===== config.mk =====
export PLATFORM = sky130hd
export DESIGN_NAME = pin_conditioner
export DESIGN_NICKNAME = d
export VERILOG_FILES = /design/src/rtl/pin_cond_pkg.sv /design/src/rtl/pin_cond_dp.sv /design/src/rtl/pin_cond_ctl.sv /design/src/rtl/pin_conditioner.sv
export SDC_FILE = /design/constraint.sdc
export NUM_CORES = 1
export LEC_CHECK = 0
export ABC_AREA = 0
export BUFFER_PORTS_ARGS = -buffer_cell sky130_fd_sc_hd__buf_2
export CORE_AREA = 4 4 41 43
export CTS_CLUSTER_SIZE = 30
export DETAILED_ROUTE_END_ITERATION = 12
export DIE_AREA = 0 0 45 47
export PLACE_DENSITY = 0.65
export SETUP_SLACK_MARGIN = 0.05
export SLEW_MARGIN = 20
export SYNTH_ARGS = -nofsm -noshare
export SYNTH_HDL_FRONTEND = slang
export SYNTH_SLANG_ARGS = --single-unit
export TNS_END_PERCENT = 30

===== constraint.sdc =====
create_clock -name clk -period 1.1 [get_ports clk]
set_input_delay 0 -clock clk [delete_from_list [all_inputs] [get_ports clk]]
set_output_delay 0 -clock clk [all_outputs]
set_load 0.01 [all_outputs]

===== src/rtl/pin_cond_pkg.sv =====
package pin_cond_pkg;

  // strobes from control to datapath
  typedef struct packed {
    logic cntInc;
    logic cntClr;
    logic rstSet;
    logic rstClr;
    logic restart;
    logic pendSet;
    logic pendClr;
  } strobeT;

  // state and synchronized levels from datapath to control
  typedef struct packed {
    logic testLvl;
    logic nmiRise;
    logic rstLvl;
    logic rstQual;
    logic coreRst;
    logic pend;
    logic restart;
  } statusT;

endpackage


===== src/rtl/pin_cond_dp.sv =====
module pin_cond_dp
  import pin_cond_pkg::*;
#(
  parameter int SYNC_STAGES = 2,
  parameter int MIN_RST     = 4
) (
  input  logic   clk,
  input  logic   rstN,
  input  logic   testPin,
  input  logic   nmiPin,
  input  logic   resetPin,
  input  strobeT strb,
  output statusT stat
);

  localparam int NLINES  = 3;
  localparam int CNT_W   = (MIN_RST > 2) ? $clog2(MIN_RST) : 1;
  localparam logic [CNT_W-1:0] CNT_MAX = CNT_W'(MIN_RST - 1);

  logic [NLINES-1:0] rawIn;
  logic [NLINES-1:0] syncLvl;
  logic              nmiPrev;
  logic [CNT_W-1:0]  rstCnt;
  logic              coreRstQ;
  logic              pendQ;
  logic              restartQ;

  assign rawIn = {resetPin, nmiPin, testPin};

  // one synchronizer chain per pin
  for (genvar l = 0; l < NLINES; l++) begin : gLine
    logic [SYNC_STAGES-1:0] chain;
    always_ff @(posedge clk or negedge rstN) begin
      if (!rstN) chain <= '0;
      else       chain <= {chain[SYNC_STAGES-2:0], rawIn[l]};
    end
    assign syncLvl[l] = chain[SYNC_STAGES-1];
  end

  // extra stage for edge detection on the interrupt line
  always_ff @(posedge clk or negedge rstN) begin
    if (!rstN) nmiPrev <= 1'b0;
    else       nmiPrev <= syncLvl[1];
  end

  // reset length counter, saturating
  always_ff @(posedge clk or negedge rstN) begin
    if (!rstN)                                rstCnt <= '0;
    else if (strb.cntClr)                     rstCnt <= '0;
    else if (strb.cntInc && rstCnt != CNT_MAX) rstCnt <= rstCnt + 1'b1;
  end

  always_ff @(posedge clk or negedge rstN) begin
    if (!rstN)            coreRstQ <= 1'b0;
    else if (strb.rstSet) coreRstQ <= 1'b1;
    else if (strb.rstClr) coreRstQ <= 1'b0;
  end

  always_ff @(posedge clk or negedge rstN) begin
    if (!rstN) restartQ <= 1'b0;
    else       restartQ <= strb.restart;
  end

  // sticky interrupt flag: a new edge wins over a clear
  always_ff @(posedge clk or negedge rstN) begin
    if (!rstN)             pendQ <= 1'b0;
    else if (strb.pendSet) pendQ <= 1'b1;
    else if (strb.pendClr) pendQ <= 1'b0;
  end

  always_comb begin
    stat.testLvl = syncLvl[0];
    stat.nmiRise = syncLvl[1] & ~nmiPrev;
    stat.rstLvl  = syncLvl[2];
    stat.rstQual = (rstCnt == CNT_MAX);
    stat.coreRst = coreRstQ;
    stat.pend    = pendQ;
    stat.restart = restartQ;
  end

endmodule


===== src/rtl/pin_cond_ctl.sv =====
module pin_cond_ctl
  import pin_cond_pkg::*;
(
  input  statusT stat,
  input  logic   instrEnd,
  input  logic   waitActive,
  input  logic   nmiAck,
  output strobeT strb,
  output logic   nmiReq,
  output logic   stall
);

  always_comb begin
    strb.cntInc  = stat.rstLvl;
    strb.cntClr  = ~stat.rstLvl;
    strb.rstSet  = stat.rstLvl & stat.rstQual;
    strb.rstClr  = ~stat.rstLvl;
    strb.restart = stat.coreRst & ~stat.rstLvl;
    strb.pendSet = stat.nmiRise & ~stat.coreRst;
    strb.pendClr = stat.coreRst | nmiAck;
  end

  always_comb begin
    nmiReq = stat.pend & instrEnd & ~stat.coreRst;
    stall  = waitActive & stat.testLvl & ~stat.coreRst;
  end

endmodule


===== src/rtl/pin_conditioner.sv =====
module pin_conditioner
  import pin_cond_pkg::*;
#(
  parameter int          SYNC_STAGES = 2,
  parameter int          MIN_RST     = 4,
  parameter logic [7:0]  NMI_TYPE    = 8'd2
) (
  input  logic       clk,
  input  logic       rstN,
  input  logic       testPin,
  input  logic       nmiPin,
  input  logic       resetPin,
  input  logic       instrEnd,
  input  logic       waitActive,
  input  logic       nmiAck,
  output logic       coreReset,
  output logic       restartPulse,
  output logic       nmiPending,
  output logic       nmiReq,
  output logic [7:0] nmiType,
  output logic       stall
);

  strobeT strb;
  statusT stat;

  pin_cond_dp #(
    .SYNC_STAGES(SYNC_STAGES),
    .MIN_RST    (MIN_RST)
  ) u_dp (
    .clk     (clk),
    .rstN    (rstN),
    .testPin (testPin),
    .nmiPin  (nmiPin),
    .resetPin(resetPin),
    .strb    (strb),
    .stat    (stat)
  );

  pin_cond_ctl u_ctl (
    .stat      (stat),
    .instrEnd  (instrEnd),
    .waitActive(waitActive),
    .nmiAck    (nmiAck),
    .strb      (strb),
    .nmiReq    (nmiReq),
    .stall     (stall)
  );

  assign coreReset    = stat.coreRst;
  assign restartPulse = stat.restart;
  assign nmiPending   = stat.pend;
  assign nmiType      = NMI_TYPE;

endmodule


==> flow_metrics.tcl, run 1 <==
set metrics [dict create \
    start_util 0.352 \
    tns_ns 0 \
    async_flop_share 1.00 \
    dr_total_vias 302 \
    clk_pin_slew_worst_paths_ns 0.07 \
    io_pins 21 \
    status "completed" \
    arrival_ns 1.18 \
    grt_setup_unrepaired "true" \
    cts_tree "done" \
    syn_area_um2 458 \
    path_buf_inv 0 \
    synth_cell_types 13 \
    gp_congestion 0.627 \
    slowest_stage "dfrtp_1" \
    synth_cells 36 \
    cts.sinks 12 \
    p_per_area_nw_per_um2 1680 \
    period_minus_slack_ns 1.02 \
    crit_path_max_fanout 3 \
    netlist.area_leader.share 0.656 \
    fillers 134 \
    ant_nets 0 \
    synth-edff-count 0 \
    grt_start_max_net_pins 13 \
    grt_pass1_vias 298 \
    drt_iter0_markers 5 \
    rows 13 \
    syn2layout_area_growth_pct 31.1 \
    cpPeakStageDelay_ns 0.39 \
    synth.most_common_cell "dfrtp_1" \
    p_leak_nw 0.316 \
    nets 67 \
    cts_root_buf "clkbuf_4" \
    synth_area_leaders "dfrtp_1, buf_4, ha_1, nand2b_1, nor2b_1" \
    fp.dieW_um 45 \
    n_antenna_cell 0 \
    htreeDepth 1 \
    fin_crit_sh 0.928 \
    core_area_um2 1300 \
    cts_resized 0 \
    cts_buffers 3 \
    crit_chain "ha_1, xnor2_1, and2_1" \
    dp_cells 61 \
    ys_ff_latch 12 \
    gr-total-overflow 0 \
    insertion_delay_ns 0.27 \
    synth.largest_area_cell "dfrtp_1" \
    finalNonFillerCells 72 \
    start_kind "flop" \
    cp.required_ns 1.26 \
    seq_area_frac_synth 0.656 \
    synth_commonest_cells "dfrtp_1, buf_4" \
    drv_slew 0 \
    cp-end-kind "flop" \
    drtPass1Iterations 4 \
    finalWorstSetupSlack_ns 0.0789 \
    post_drt_wl_per_cell_um 9.93 \
    pre_cts_slack_ns 0.0833 \
    synth_warnings 0 \
    wirelength_um 715 \
    finalHoldViolCount 0 \
    setup_viol 0 \
    syn_area_per_cell_um2 12.7 \
    critPathTopFamily "flip-flops" \
    die_y_um 47 \
    via_per_inst 4.19 \
    io_buffer_count 12 \
    cap_viol_max_count 0 \
    ir_drop_uv 971 \
    antenna_found_initial 0 \
    hold_path.class "in -> async" \
    grt_usage 0.0858 \
    clockBufferDepth 2 \
    drive_above_1_share 0.316 \
    die_area_um2 2120 \
    max_freq_mhz 979 \
    crit_type "reg -> reg" \
    drcViolationCount 0 \
    fin_skew_ns 0.00226 \
    grt_pass1_wl_um 1200 \
    synth_ff_type "dfrtp_1" \
]
==> flip-flops by register name, indices dropped and copies added, names as in the netlist <==
name / flops
u_dp.gLine.chain: 6
u_dp.rstCnt: 2
u_dp.pendQ: 1
u_dp.coreRstQ: 1
u_dp.restartQ: 1
u_dp.nmiPrev: 1
==> timing repair <==
action                                 4_1_cts  5_1_grt
setup endpoints to repair                    0        3
buffers inserted                             0        2
hold buffers                                 5        0
endpoints found under the hold margin       16        0
==> kinds of logic (layout without fill, tap and decap cells) <==
family,after synthesis,in the layout,synth area share
adders and majority gates,1,1,0.0273
muxes,1,1,0.0219
DFF,12,12,0.656
and+or+nand+nor,9,9,0.101
AOI/OAI and AO/OA,2,2,0.0273
buffers and inverters,8,23,0.131
other,2,8,0.0164
xor gates and xnor gates,1,1,0.0191
==> metrics by stage <==
stage                     hold WS, ns  utilization  total power, mW  area [µm²]
after floorplan                -0.296            -            0.608         480
after global placement         -0.113        0.384            0.632         499
after CTS                       0.127        0.450             1.00         586
after detailed placement       -0.110        0.384            0.643         499
final                           0.123        0.462             1.01         601
after global routing            0.142        0.462             1.09         601
==> power breakdown <==
group	internal (mW)	leakage, nW	total, mW	switching (mW)
logic	0.0880	0.148	0.162	0.0743
registers	0.481	0.147	0.506	0.0247
clock network	0.201	0.0210	0.340	0.139
total	0.770	0.316	1.01	0.238
==> cell type report <==
| class | count | area, µm² | area share |
|---|---|---|---|
| Sequential cell | 12 | 300 | 0.500 |
| Timing Repair Buffer | 19 | 125 | 0.208 |
| Tap cell | 15 | 18.8 | 0.0313 |
| Multi-Input combinational cell | 22 | 120 | 0.200 |
| Clock buffer | 4 | 36.3 | 0.0604 |
==> final timing paths <==
kind                                        start                     end  slack [ns]  cells after the start
setup / recovery                   u_dp.rstCnt[1]          u_dp.rstCnt[0]        0.08                      3
hold / removal                               rstN            u_dp.nmiPrev        0.12                      2
setup reg to reg                   u_dp.rstCnt[1]          u_dp.rstCnt[0]        0.08                      3
hold reg to reg            u_dp.gLine[1].chain[0]  u_dp.gLine[1].chain[1]        0.35                      0
max in group asynchronous                    rstN  u_dp.gLine[0].chain[1]        0.77                      2
min in group clk                         instrEnd                  nmiReq        0.29                      4
==> per-layer routing <==
metal  wire, µm  part of all wire  GRT usage  up-vias
li1           -                 -          -      137
met4          0                 0     0.0351        0
met2        368              0.51      0.144       20
met5          0                 0          0        -
met3        110              0.15     0.0651        0
met1        236              0.33     0.0784      145
==> cell usage in the layout, fill, tap and decap left out, types with 2 or more instances in the layout <==
| cell type | netlist | layout |
|---|---|---|
| buf_2 | 0 | 12 |
| buf_4 | 8 | 2 |
| clkbuf_4 | 0 | 3 |
| conb_1 | 2 | 8 |
| dfrtp_1 | 12 | 12 |
| dlygate4sd3_1 | 0 | 5 |
| nand2_1 | 2 | 2 |
| nand2b_1 | 2 | 2 |
| nor2_1 | 2 | 2 |
| nor2b_1 | 2 | 2 |
No activity file was read; power rests on OpenSTA's default activity.
==> inputs of run 2 (changes only) <==
--- a/config.mk
+++ b/config.mk
@@ -7,11 +7,11 @@
 export LEC_CHECK = 0
 export ABC_AREA = 0
 export BUFFER_PORTS_ARGS = -buffer_cell sky130_fd_sc_hd__buf_2
-export CORE_AREA = 4 4 41 43
+export CORE_MARGIN = 4
+export CORE_UTILIZATION = 25
 export CTS_CLUSTER_SIZE = 30
 export DETAILED_ROUTE_END_ITERATION = 12
-export DIE_AREA = 0 0 45 47
-export PLACE_DENSITY = 0.65
+export PLACE_DENSITY = 0.51
 export SETUP_SLACK_MARGIN = 0.05
 export SLEW_MARGIN = 20
 export SYNTH_ARGS = -nofsm -noshare
==> flow_metrics.tcl, run 2 (synthesized netlist as in run 1, its figures left out) <==
set metrics [dict create \
    status "completed" \
    max_freq_mhz 973 \
    post_drt_wl_per_cell_um 8.58 \
    fin_skew_ns 0.00248 \
    drcViolationCount 0 \
    fin_crit_sh 0.934 \
    largest_register_ffs 6 \
    cts_tree "done" \
    reg2reg_slack_ns 0.11 \
    setup_viol 0 \
    finalWorstSetupSlack_ns 0.0723 \
    cp-end-kind "output port" \
    cp.required_ns 1.10 \
    rr_startpoint "u_dp.rstCnt[0]" \
    rr_worst_depth 3 \
    reg.largest.list "u_dp.gLine.chain (6), u_dp.rstCnt (2)" \
    drive_above_1_share 0.309 \
    cts_buffers 3 \
    postCtsSetupBuffers 0 \
    finalHoldViolCount 0 \
    drt_iter0_markers 0 \
    clockBufferDepth 2 \
    start_util 0.265 \
    antenna_found_initial 0 \
    cap_viol_max_count 0 \
    dr_total_vias 272 \
    core_area_um2 1730 \
    grt_pass1_wl_um 1190 \
    cpPeakStageDelay_ns 0.44 \
    drv_slew 0 \
    wirelength_um 686 \
    grt_usage 0.0636 \
    grt_setup_unrepaired "true" \
    arrival_ns 1.03 \
    cts.sinks 12 \
    fp.dieW_um 50.8 \
    gp_congestion 0.576 \
    pre_cts_slack_ns 0.0862 \
    crit_path_max_fanout 6 \
    period_minus_slack_ns 1.03 \
    gr-total-overflow 0 \
    grt_pass1_vias 276 \
    htreeDepth 1 \
    via_per_inst 3.40 \
    p_leak_nw 0.303 \
    largest-register "u_dp.gLine.chain" \
    die_y_um 50.8 \
    crit_chain "nor2_1, buf_2" \
    crit_type "reg -> out" \
    start_kind "flop" \
    final_cell_mix "buf_2, dfrtp_1, conb_1" \
    n_antenna_cell 0 \
    die_area_um2 2580 \
    ir_drop_uv 716 \
    cts_root_buf "clkbuf_4" \
    hold_path.class "in -> async" \
    drtPass1Iterations 1 \
    nets 65 \
    clk_pin_slew_worst_paths_ns 0.08 \
    p_per_area_nw_per_um2 1650 \
    insertion_delay_ns 0.27 \
    r2r_end "u_dp.rstCnt[0]" \
    syn2layout_area_growth_pct 31.1 \
    io_pins 21 \
    ant_nets 0 \
    grt_start_max_net_pins 13 \
    tns_ns 0 \
    io_buffer_count 12 \
    slowest_stage "dfrtp_1" \
    rows 15 \
]
==> run 2: changes by cell type in the layout (fill, tap and decap cells not counted) <==
cell	change
ha_2	+1
buf_4	-2
ha_1	-1
==> run 2: worst max path at each step <==
stage | start | to | slack (ns) | depth (start not counted)
finish | u_dp.coreRstQ | stall | 0.07 | 2
global route | u_dp.coreRstQ | stall | 0.01 | 2
CTS | u_dp.coreRstQ | stall | 0.06 | 2
detailed placement | u_dp.rstCnt[0] | u_dp.rstCnt[0] | 0.09 | 3
global placement | u_dp.rstCnt[0] | u_dp.rstCnt[0] | 0.09 | 3
floorplan | u_dp.rstCnt[0] | u_dp.rstCnt[0] | 0.11 | 3
==> run 2: critical path: cells and delay by family, from the launching register on <==
| kind | cells | cell delay [ns] |
|---|---|---|
| flip-flops | 1 | 0.44 |
| AND/OR/NAND/NOR | 1 | 0.16 |
| buffers and inverters | 1 | 0.15 |
==> run 2: repair_timing <==
action	in CTS	in global routing
hold buffers	5	0
endpoints found under the hold margin	16	0
endpoints found under the setup margin	0	2
resized for setup	0	1
==> run 2: final cells by class <==
cell class | count | area [µm²]
clock buffers | 4 | 36.3
fillers | 178 | 1130
multi-input cells | 22 | 123
flip-flops and latches | 12 | 300
well taps | 25 | 31.3
repair buffers | 17 | 110
==> run 2: through the flow <==
stage	util	hold WS, ns	cell area [µm²]	std cells	power (mW)
after global placement	0.296	-0.112	512	71	0.635
after global routing	0.348	0.155	601	80	1.05
after floorplan	-	-0.296	480	42	0.608
final	0.348	0.123	601	80	0.991
after CTS	0.346	0.127	598	80	1.00
after detailed placement	0.296	-0.108	512	71	0.640
==> run 2: per-layer routing <==
metal  share of wire  track usage  vias up  wire, µm
met2            0.36       0.0870       20       244
met4               0       0.0135        0         0
met1            0.47       0.0758      117       319
li1                -            -      135         -
met3            0.18       0.0534        0       123
met5               0            0        -         0
==> run 2: power by group <==
group          switching [mW]  total (mW)  internal, mW
Sequential             0.0251       0.506         0.481
Clock                   0.145       0.346         0.201
Combinational          0.0679       0.139        0.0712
